**src/rtl/nvrf_pkg.sv**
```systemverilog
package nvrf_pkg;

    localparam logic [7:0] SHD_BASE  = 8'hF0;
    localparam logic [7:0] STAT_ADDR = 8'hF8;
    localparam logic [7:0] CFG_ADDR  = 8'hF9;
    localparam logic [7:0] SRAM_BASE = 8'hFA;

    localparam int SHD_BYTES  = 8;
    localparam int SRAM_BYTES = 6;

    // factory image of the shadowed bank, byte k belongs to address F0h+k
    localparam logic [SHD_BYTES*8-1:0] SHD_FACTORY =
        {8'h01, 8'h01, 8'h01, 8'h01, 8'h00, 8'h00, 8'h03, 8'h00};

    typedef enum logic [2:0] {
        RGN_USER,
        RGN_RSVD,
        RGN_SHADOW,
        RGN_STATUS,
        RGN_CFG,
        RGN_SRAM
    } region_e;

endpackage

```
**src/rtl/nvrf_decode.sv**
```systemverilog
module nvrf_decode
    import nvrf_pkg::*;
#(
    parameter int USER_BYTES = 64
) (
    input  logic [7:0] addr,
    output region_e    rgn,
    output logic [2:0] idx
);

    always_comb begin
        idx = addr[2:0];
        if (int'(addr) < USER_BYTES) begin
            rgn = RGN_USER;
        end else if (addr < SHD_BASE) begin
            rgn = RGN_RSVD;
        end else if (addr < STAT_ADDR) begin
            rgn = RGN_SHADOW;
        end else if (addr == STAT_ADDR) begin
            rgn = RGN_STATUS;
        end else if (addr == CFG_ADDR) begin
            rgn = RGN_CFG;
        end else begin
            rgn = RGN_SRAM;
            idx = 3'(addr - SRAM_BASE);
        end
    end

endmodule

```
**src/rtl/nvrf_array.sv**
```systemverilog
module nvrf_array
    import nvrf_pkg::*;
#(
    parameter int USER_BYTES = 64,
    parameter int PAGE_BYTES = 8,
    localparam int PAGES = USER_BYTES / PAGE_BYTES,
    localparam int PG_W  = $clog2(PAGES),
    localparam int UA_W  = $clog2(USER_BYTES),
    localparam int PB8   = PAGE_BYTES * 8,
    localparam int SB8   = SHD_BYTES * 8
) (
    input  logic            clk,
    input  logic            clear_n,
    input  logic            page_we,
    input  logic [PG_W-1:0] page_sel,
    input  logic [PB8-1:0]  page_data,
    input  logic            shd_we,
    input  logic [SB8-1:0]  shd_data,
    input  logic [UA_W-1:0] rd_addr,
    output logic [7:0]      rd_byte,
    output logic [PB8-1:0]  page_image,
    output logic [SB8-1:0]  shd_image
);

    typedef struct packed {
        logic [USER_BYTES*8-1:0] user;
        logic [SB8-1:0]          shd;
    } arr_t;

    arr_t arr_d, arr_q;

    always_comb begin
        arr_d = arr_q;
        if (page_we) begin
            arr_d.user[int'(page_sel)*PB8 +: PB8] = page_data;
        end
        if (shd_we) begin
            arr_d.shd = shd_data;
        end
    end

    always_ff @(posedge clk or negedge clear_n) begin
        if (!clear_n) begin
            arr_q <= '{user: '0, shd: SHD_FACTORY};
        end else begin
            arr_q <= arr_d;
        end
    end

    assign rd_byte    = arr_q.user[int'(rd_addr)*8 +: 8];
    assign page_image = arr_q.user[int'(page_sel)*PB8 +: PB8];
    assign shd_image  = arr_q.shd;

    AST_NV_ONLY_ON_COMMIT: assert property (@(posedge clk) disable iff (!clear_n)
        (!page_we && !shd_we) |=> $stable(arr_q));

endmodule

```
**src/rtl/nvrf_commit.sv**
```systemverilog
module nvrf_commit #(
    parameter int COMMIT_CYCLES = 2_000_000,
    localparam int CW = $clog2(COMMIT_CYCLES + 1)
) (
    input  logic clk,
    input  logic rst_n,
    input  logic start,
    output logic busy,
    output logic done
);

    typedef struct packed {
        logic          busy;
        logic [CW-1:0] cnt;
    } tmr_t;

    tmr_t tmr_d, tmr_q;

    always_comb begin
        tmr_d = tmr_q;
        if (!tmr_q.busy) begin
            if (start) begin
                tmr_d.busy = 1'b1;
                tmr_d.cnt  = CW'(COMMIT_CYCLES - 1);
            end
        end else if (tmr_q.cnt == '0) begin
            tmr_d.busy = 1'b0;
        end else begin
            tmr_d.cnt = tmr_q.cnt - 1'b1;
        end
    end

    always_ff @(posedge clk or negedge rst_n) begin
        if (!rst_n) begin
            tmr_q <= '0;
        end else begin
            tmr_q <= tmr_d;
        end
    end

    assign busy = tmr_q.busy;
    assign done = tmr_q.busy && (tmr_q.cnt == '0);

    AST_COMMIT_NEEDS_START: assert property (@(posedge clk) disable iff (!rst_n)
        $rose(busy) |-> $past(start));
    AST_COMMIT_ENDS: assert property (@(posedge clk) disable iff (!rst_n)
        done |=> !busy);

endmodule

```
**src/rtl/nvrf_ctrl.sv**
```systemverilog
module nvrf_ctrl
    import nvrf_pkg::*;
#(
    parameter int USER_BYTES    = 64,
    parameter int PAGE_BYTES    = 8,
    parameter int COMMIT_CYCLES = 2_000_000,
    parameter int PINS          = 4
) (
    input  logic            clk,
    input  logic            rst_n,
    input  logic            nv_clear_n,
    input  logic            wr_en,
    input  logic            rd_en,
    input  logic [7:0]      addr,
    input  logic [7:0]      wdata,
    input  logic            stop_i,
    input  logic [PINS-1:0] pin_lvl,
    output logic [7:0]      rdata,
    output logic            busy,
    output logic [PINS-1:0] pullup_en,
    output logic [PINS-1:0] pulldown_en,
    output logic [1:0]      delay_sel
);

    localparam int PAGES = USER_BYTES / PAGE_BYTES;
    localparam int PG_W  = $clog2(PAGES);
    localparam int UA_W  = $clog2(USER_BYTES);
    localparam int OFS_W = $clog2(PAGE_BYTES);
    localparam int PB8   = PAGE_BYTES * 8;
    localparam int SB8   = SHD_BYTES * 8;
    localparam int CTL0  = 4;   // first pin-control byte inside the shadowed bank

    typedef struct packed {
        logic [SB8-1:0]          shd;
        logic [SRAM_BYTES*8-1:0] sram;
        logic                    vol;
        logic                    pend_u;
        logic [PG_W-1:0]         pg;
        logic [PB8-1:0]          pbuf;
        logic [PAGE_BYTES-1:0]   pmask;
        logic                    pend_s;
        logic                    recall;
        logic [7:0]              rdata;
    } st_t;

    st_t st_d, st_q;

    region_e         rgn;
    logic [2:0]      idx;
    logic [7:0]      nv_rd_byte;
    logic [PB8-1:0]  nv_page;
    logic [SB8-1:0]  nv_shd;
    logic [PB8-1:0]  merged;
    logic            cm_start, cm_busy, cm_done;
    logic            busy_all;
    logic [PG_W-1:0] wr_pg;
    logic [OFS_W-1:0] wr_ofs;

    nvrf_decode #(.USER_BYTES(USER_BYTES)) u_dec (
        .addr (addr),
        .rgn  (rgn),
        .idx  (idx)
    );

    nvrf_array #(.USER_BYTES(USER_BYTES), .PAGE_BYTES(PAGE_BYTES)) u_arr (
        .clk        (clk),
        .clear_n    (nv_clear_n),
        .page_we    (cm_done && st_q.pend_u),
        .page_sel   (st_q.pg),
        .page_data  (merged),
        .shd_we     (cm_done && st_q.pend_s),
        .shd_data   (st_q.shd),
        .rd_addr    (addr[UA_W-1:0]),
        .rd_byte    (nv_rd_byte),
        .page_image (nv_page),
        .shd_image  (nv_shd)
    );

    nvrf_commit #(.COMMIT_CYCLES(COMMIT_CYCLES)) u_cmt (
        .clk   (clk),
        .rst_n (rst_n),
        .start (cm_start),
        .busy  (cm_busy),
        .done  (cm_done)
    );

    assign busy_all = cm_busy || st_q.recall;
    assign wr_pg    = addr[UA_W-1:OFS_W];
    assign wr_ofs   = addr[OFS_W-1:0];

    // staged bytes over stored bytes for the page being committed
    always_comb begin
        for (int b = 0; b < PAGE_BYTES; b++) begin
            merged[b*8 +: 8] = st_q.pmask[b] ? st_q.pbuf[b*8 +: 8] : nv_page[b*8 +: 8];
        end
    end

    always_comb begin
        st_d     = st_q;
        cm_start = 1'b0;

        if (st_q.recall) begin
            st_d.shd    = nv_shd;
            st_d.recall = 1'b0;
        end

        if (wr_en && !busy_all) begin
            unique case (rgn)
                RGN_USER: begin
                    if (!st_q.pend_u || st_q.pg == wr_pg) begin
                        st_d.pend_u                        = 1'b1;
                        st_d.pg                            = wr_pg;
                        st_d.pbuf[int'(wr_ofs)*8 +: 8]     = wdata;
                        st_d.pmask[wr_ofs]                 = 1'b1;
                    end
                end
                RGN_SHADOW: begin
                    st_d.shd[int'(idx)*8 +: 8] = wdata;
                    if (!st_q.vol) begin
                        st_d.pend_s = 1'b1;
                    end
                end
                RGN_CFG:  st_d.vol = wdata[0];
                RGN_SRAM: st_d.sram[int'(idx)*8 +: 8] = wdata;
                default: ;
            endcase
        end

        if (rd_en) begin
            unique case (rgn)
                RGN_USER:   st_d.rdata = nv_rd_byte;
                RGN_SHADOW: st_d.rdata = st_q.shd[int'(idx)*8 +: 8];
                RGN_STATUS: st_d.rdata = 8'(pin_lvl);
                RGN_CFG:    st_d.rdata = {7'b0, st_q.vol};
                RGN_SRAM:   st_d.rdata = st_q.sram[int'(idx)*8 +: 8];
                default:    st_d.rdata = 8'h00;
            endcase
        end

        if (stop_i && !busy_all && (st_q.pend_u || st_q.pend_s)) begin
            cm_start = 1'b1;
        end

        if (cm_done) begin
            st_d.pend_u = 1'b0;
            st_d.pmask  = '0;
            st_d.pend_s = 1'b0;
        end
    end

    always_ff @(posedge clk or negedge rst_n) begin
        if (!rst_n) begin
            st_q        <= '0;
            st_q.shd    <= SHD_FACTORY;
            st_q.recall <= 1'b1;
        end else begin
            st_q <= st_d;
        end
    end

    assign rdata     = st_q.rdata;
    assign busy      = busy_all;
    assign pullup_en = st_q.shd[PINS-1:0];
    assign delay_sel = st_q.shd[9:8];

    for (genvar p = 0; p < PINS; p++) begin : g_pin
        assign pulldown_en[p] = ~st_q.shd[(CTL0 + p)*8];
    end

    AST_RSVD_READS_ZERO: assert property (@(posedge clk) disable iff (!rst_n)
        (rd_en && rgn == RGN_RSVD) |=> (rdata == 8'h00));
    AST_STATUS_UPPER_ZERO: assert property (@(posedge clk) disable iff (!rst_n)
        (rd_en && rgn == RGN_STATUS) |=> ((rdata >> PINS) == 8'h00));
    AST_BUSY_BLOCKS_WRITE: assert property (@(posedge clk) disable iff (!rst_n)
        (wr_en && cm_busy) |=> ($stable(st_q.sram) && $stable(st_q.shd) && $stable(st_q.vol)));
    AST_IDLE_STOP_NO_BUSY: assert property (@(posedge clk) disable iff (!rst_n)
        (stop_i && !busy_all && !st_q.pend_u && !st_q.pend_s) |=> !cm_busy);
    AST_VOLATILE_NO_PEND: assert property (@(posedge clk) disable iff (!rst_n)
        (wr_en && !busy_all && rgn == RGN_SHADOW && st_q.vol && !st_q.pend_s) |=> !st_q.pend_s);

endmodule

```
**config.mk**
```make
export PLATFORM = sky130hd
export DESIGN_NAME = nvrf_ctrl
export DESIGN_NICKNAME = d
export VERILOG_FILES = /design/src/rtl/nvrf_pkg.sv /design/src/rtl/nvrf_decode.sv /design/src/rtl/nvrf_array.sv /design/src/rtl/nvrf_commit.sv /design/src/rtl/nvrf_ctrl.sv
export SDC_FILE = /design/constraint.sdc
export NUM_CORES = 2
export LEC_CHECK = 0
export BUFFER_PORTS_ARGS = -buffer_cell sky130_fd_sc_hd__buf_2
export CORE_UTILIZATION = 45
export CTS_BUF_LIST = sky130_fd_sc_hd__clkbuf_4
export DETAILED_ROUTE_END_ITERATION = 10
export HOLD_SLACK_MARGIN = 0.05
export SLEW_MARGIN = 20
export SYNTH_ARGS = -nofsm -noshare
export SYNTH_HDL_FRONTEND = slang
export SYNTH_HIERARCHICAL = 1
export SYNTH_SLANG_ARGS = --single-unit
```
**constraint.sdc**
```tcl
create_clock -name clk -period 2.7 [get_ports clk]
set_input_delay 0.27 -clock clk [delete_from_list [all_inputs] [get_ports clk]]
set_output_delay 0.27 -clock clk [all_outputs]
set_load 0.05 [all_outputs]
```
[Word-level counts from Yosys, hierarchy flattened]
Index checks and enable logic that the tools add are counted.
W data, S select, Z words.
Word-level totals
  output and inout bits: 19
  register bits: 797
  input bits: 26
  word-level logic and storage cells: 116
Operators by class
  equality and inequality tests: 9
  add/subtract/negate cells: 5
  bitwise gates (word level): 5
  mux-type cells: 41
  reductions and logical operators: 25
  shift-type cells: 12
  order comparisons: 5
Operators by type and width (number)
  $bwmux W512: 1
  $shift A64 B33 Y512 const A: 1
  $shiftx A512 B10 Y64: 1
  $shiftx A512 B10 Y8: 1
  $shiftx A64 B33 Y512: 1
  $mux W190: 1
  $mux W76: 2
  $bwmux W64: 2
  $mux W64: 2
  $shift A8 B33 Y64 const A: 2
  $shiftx A8 B33 Y64: 2
  $neg A6 Y33: 2
  $mux W8: 8
  $shiftx A64 B7 Y8: 1
  $bwmux W48: 1
  $mux W48: 1
  $shift A8 B33 Y48 const A: 1
  $shiftx A48 B7 Y8: 1
  $shiftx A8 B33 Y48: 1
  $mux W22: 2
  $pmux W8 S5: 1
  $neg A9 Y33: 1
  $mux W3: 9
  $logic_not A21 Y1: 1
  other kinds (25): 56

[Depth between registers and ports, before layout]
  word-level depth: 12
  depth in mapped cells: 15
  mapped depth without buffers: 13

[Modules after synthesis]
Netlist, hierarchy kept.
By module, submodules not included
  nvrf_array: area each 29975.0 um2, times used 1, cells an instance 2753, seq. area each 14421.3 um2
  nvrf_ctrl: area each 10687.8 um2, times used 1, cells an instance 998, seq. area each 4988.5 um2
  nvrf_commit: area each 1286.2 um2, times used 1, cells an instance 139, seq. area each 550.5 um2
  nvrf_decode: area each 123.9 um2, times used 1, cells an instance 18, seq. area each 0.0 um2

[Worst setup path before layout]
Ideal clock, no wire load.
  kind: input -> register
  start point: input addr[2]
  end point: register st_q[173] (netlist bit)
  data arrival time: 3.187 ns
  library setup time: 0.136 ns
  buffers on the path: 1
  data required time: 2.564 ns
  slack: -0.623 ns
  cell stages on the path: 14
  path through: inv_1 ha_1 or2b_2 or3b_4 mux2_4 clkinv_1 ha_1 ha_1 or4b_2 a21oi_1 nand2_1 clkbuf_1 nand2_1 o21ai_0
RTL lines
  start: declaration: RTL line nvrf_ctrl.sv:14  | input logic [7:0] addr,
  end signal: assignment: RTL line nvrf_ctrl.sv:157  | st_q <= st_d;
  end: declaration: RTL line nvrf_ctrl.sv:46  | st_t st_d, st_q;

[Worst setup path in the final report]
  start point: register u_cmt/tmr_q[17] (netlist bit)
  end point: register u_arr/arr_q[218] (netlist bit)
On the way
  longest elaborated chain between the ends: 3
RTL lines
  start: declaration: RTL line nvrf_commit.sv:17  | tmr_t tmr_d, tmr_q;
  start signal: assignment: RTL line nvrf_commit.sv:37  | tmr_q <= tmr_d;
  $logic_not A21 Y1: RTL line nvrf_commit.sv:42  | assign done = tmr_q.busy && (tmr_q.cnt == '0);
  $logic_and A1 B1 Y1: RTL line nvrf_commit.sv:42
  net cm_done: RTL line nvrf_ctrl.sv:54  | logic cm_start, cm_busy, cm_done;
  $logic_and A1 B1 Y1: RTL line nvrf_ctrl.sv:68  | .page_we (cm_done && st_q.pend_u),
  end signal: assignment: RTL line nvrf_array.sv:44  | arr_q <= '{user: '0, shd: SHD_FACTORY};
  end signal: assignment: RTL line nvrf_array.sv:46  | arr_q <= arr_d;
  end: declaration: RTL line nvrf_array.sv:30  | arr_t arr_d, arr_q;
The timed path passes the listed nets, and every way through them passes these cells.
A chain may end at the register's enable or synchronous reset.

==> metrics.md <==
| Metric | Value |
|---|---|
| CTS tree | `yes` |
| Largest family of logic cells by synthesized area | `multiplexers` |
| DR iter-0 viols | `3,241` |
| PortBufs | `44` |
| CP Max Fanout | `14` |
| Final WL | `138 mm` |
| Most frequent cells in the layout | `1,033 x nand2_1, 781 x dfrtp_1, 542 x o21ai_0` |
| CP startpoint kind | `flop` |
| RSZ-0062 raised after global routing | `no` |
| CTS clk-pin slew, worst paths | `0.06 ns` |
| Initial antenna violation count | `6` |
| Final RePlAce weighted congestion | `0.915` |
| Hold WS | `0.150 ns` |
| Boundary Pins | `45` |
| Post-synthesis sequential area ratio | `47.4%` |
| Clk buf depth | `3` |
| Post-DRT Antenna Nets | `0` |
| Compound-cell area share of the yosys netlist | `10.0%` |
| Die area | `0.0947 mm^2` |
| Tcrit/Tclk final | `96.8%` |
| H-tree depth | `4` |
| Simple-gate area share of the yosys netlist | `12.6%` |
| Die Height | `308 um` |
| Setup Crit Path Kind | `flop to flop` |
| Core ar. | `0.0921 mm^2` |
| Final hold vios | `0` |
| Worst-margin pin slew | `1.00 ns` |
| Detailed placer's ending HPWL | `86.3 mm` |
| Clk root buf | `clkbuf_4` |
| First drt pass iteration count | `8` |
| Status | `complete, no violations` |
| Multiplexer area fraction after synthesis | `24.3%` |
| Number of synthesis warnings | `6` |
| Count of flip-flops with a built-in enable after synthesis | `0` |
| First-pass GRT wire length | `203 mm` |
| CP Capture Type | `flop` |
| DP Cell Count | `5,060` |
| Worst min path class | `primary input to flop` |
| Top_reg_cell synth | `dfrtp_1` |
| Top achievable clock speed | `383 MHz` |
| Syn Inst Count | `3,908` |
| Leak | `21.3 nW` |
| Worst reg-to-reg setup slack | `0.09 ns` |
| Synthesis-to-finish area growth | `14.9%` |
| Share of cells above drive strength 1 | `30.7%` |
| Commonest non-fill, non-tap cell in the layout | `nand2_1` |
| Data required, critical path | `3.67 ns` |
| Hold Crit Depth | `9` |
| Num CTS Buffers | `207` |
| Clk_skew | `0.0562 ns` |
| Grt ovf | `0` |
| R2r endpoint | `u_arr/arr_q[218]$_DFFE_PN0P_` |
| Final min period | `2.61 ns` |
| Vias | `32,453` |
| XOR/XNOR Fraction of Synth Area | `0.125%` |
| Hold path startpoint | `addr[1]` |
| Synth Area in Adders | `0.476%` |
| Max-Cap Viols | `0` |
| Vias in the first global route | `32,261` |
| Row count | `111` |
| Yosys cell types | `84` |
| # DRC | `0` |
| Syn_nets | `3,950` |
| Non-filler cells, final | `5,483` |
| PwrDens | `532 mW/mm^2` |
| Initial Util | `45.7%` |
| Hold endpoint | `rdata[6]$_DFFE_PN0P_` |
| Maximum vdd drop | `0.000356 V` |
| R2r startpoint | `u_cmt/tmr_q[17]$_DFFE_PN0P_` |
| Cell area after synthesis | `0.0421 mm^2` |
| FF+latch count, synth | `797` |
| Clock Sinks | `797` |
| Die W | `308 um` |
| Final net count | `4,119` |
| Post-synthesis async set-or-reset flop share | `100%` |
| Final slew viol count | `0` |
| Worst-Skew Late Latency | `1.08 ns` |
| Reg2Reg Depth | `10` |
| Largest net degree at the start of global routing | `86` |
| Final setup violation count | `0` |
| Vias per cell | `5.92` |
| WL/cell | `25.1 um` |
| Gr usage total | `28.5%` |
| Relative slew slack | `33.1%` |
| Crit path DAT | `3.58 ns` |
| Average size of a mapped cell | `10.8 um^2` |
flip-flops by register name, summed over array words and instances (netlist names):
register	flops
pullup_en	4
u_arr/shd_image	64
u_cmt/tmr_q	21
st_q	185
delay_sel	2
rdata	8
u_arr/arr_q	512
u_cmt/busy	1
stage by stage:
stage	utilization [%]	cell area, um^2	power [mW]	setup WS [ns]	TNS (ns)
global placement	48.7	44800	15.1	-0.396	-36.41
global route	52.5	48400	26.8	0.000292	0
CTS	51.9	47800	25.9	0.00828	0
finish	52.5	48400	25.7	0.0861	0
floorplan	-	42200	13.8	-0.179	-2.96
detailed placement	48.7	44800	15.2	-0.434	-41.70
cells in the mapped netlist (7+ instances only):
library cell,number,area (um^2)
a211oi_1,19,143
a21oi_1,74,370
a22oi_1,9,67.6
a31oi_1,17,106
and2_1,28,175
and3_1,8,50.1
buf_1,28,105
buf_2,51,255
buf_4,90,676
buf_6,11,124
clkbuf_1,194,728
dfrtp_1,784,19600
dfstp_2,13,342
ha_1,16,200
inv_1,36,135
mux2_2,299,3370
mux2_4,10,150
mux2i_1,72,721
mux4_2,265,5970
nand2_1,1046,3930
nand2b_1,7,43.8
nand3_1,27,135
nor2_1,46,173
nor2b_1,26,163
nor3_1,19,95.1
o21ai_0,557,2790
o221ai_1,20,175
o31ai_1,12,90.1
layout make-up:
| class | count | area (um^2) |
|---|---|---|
| Timing Repair Buffer | 338 | 3720 |
| Fill cell | 8203 | 43700 |
| Tap cell | 1243 | 1560 |
| Sequential cell | 797 | 20000 |
| Clock buffer | 315 | 2360 |
| Inverter | 38 | 163 |
| Multi-Input combinational cell | 2695 | 20300 |
| Antenna cell | 8 | 20.0 |
| Clock inverter | 49 | 274 |
layer usage:
metal	share of wire (%)	vias to the layer above	track usage (%)	routed length (um)
met3	9.2	303	6.19	12600
met4	3.3	2	10.9	4550
met5	0.0094	-	0	13
met2	47	1601	44.7	64000
li1	-	14313	-	-
met1	41	16234	38.8	56400
cell families (layout without fill, tap and decap cells):
family / Yosys count / in the layout
AND/OR/NAND/NOR: 1261 / 1263
flip-flops: 797 / 797
AO/OA/AOI/OAI: 762 / 762
multiplexers: 647 / 647
buffers and inverters: 418 / 740
adder cells (fa/ha/maj): 16 / 16
XOR/XNOR: 6 / 6
other: 1 / 9
timing repair:
item	CTS	global route
cloned	0	18
hold buffers	30	0
endpoints found under the hold margin	1008	0
buffers inserted	0	3
pin swaps	0	3
setup endpoints to repair	4	509
gates resized for setup	2	40
where the power goes:
| part | total (mW) | switching [mW] | internal (mW) |
|---|---|---|---|
| registers | 12.2 | 0.144 | 12.1 |
| clock network | 10.7 | 5.18 | 5.48 |
| logic | 2.85 | 1.81 | 1.04 |
critical path: stages, from the launching register on:
cell and delay, ns:
dfrtp_1 0.42, or3_1 0.42, nor3_1 0.23, and3_4 0.26
and2_4 0.15, nand2_2 0.06, nor2_4 0.15, buf_12 0.17
nand2_8 0.16, clkbuf_16 0.31, o21ai_0 0.17
how the worst max path moves through the flow:
stage	start	endpoint	slack [ns]
2_1_floorplan	addr[2]	st_q[168]$_DFF_PN0_	-0.18
3_3_place_gp	addr[2]	st_q[170]$_DFF_PN0_	-0.40
3_5_place_dp	addr[4]	rdata[0]$_DFFE_PN0P_	-0.43
4_1_cts	u_cmt/busy$_DFF_PN0_	busy	0.008
5_1_grt	u_cmt/tmr_q[1]$_DFFE_PN0P_	u_arr/arr_q[445]$_DFFE_PN0P_	0.0003
6_report	u_cmt/tmr_q[17]$_DFFE_PN0P_	u_arr/arr_q[218]$_DFFE_PN0P_	0.09
Power figures use the tool's default switching activity.
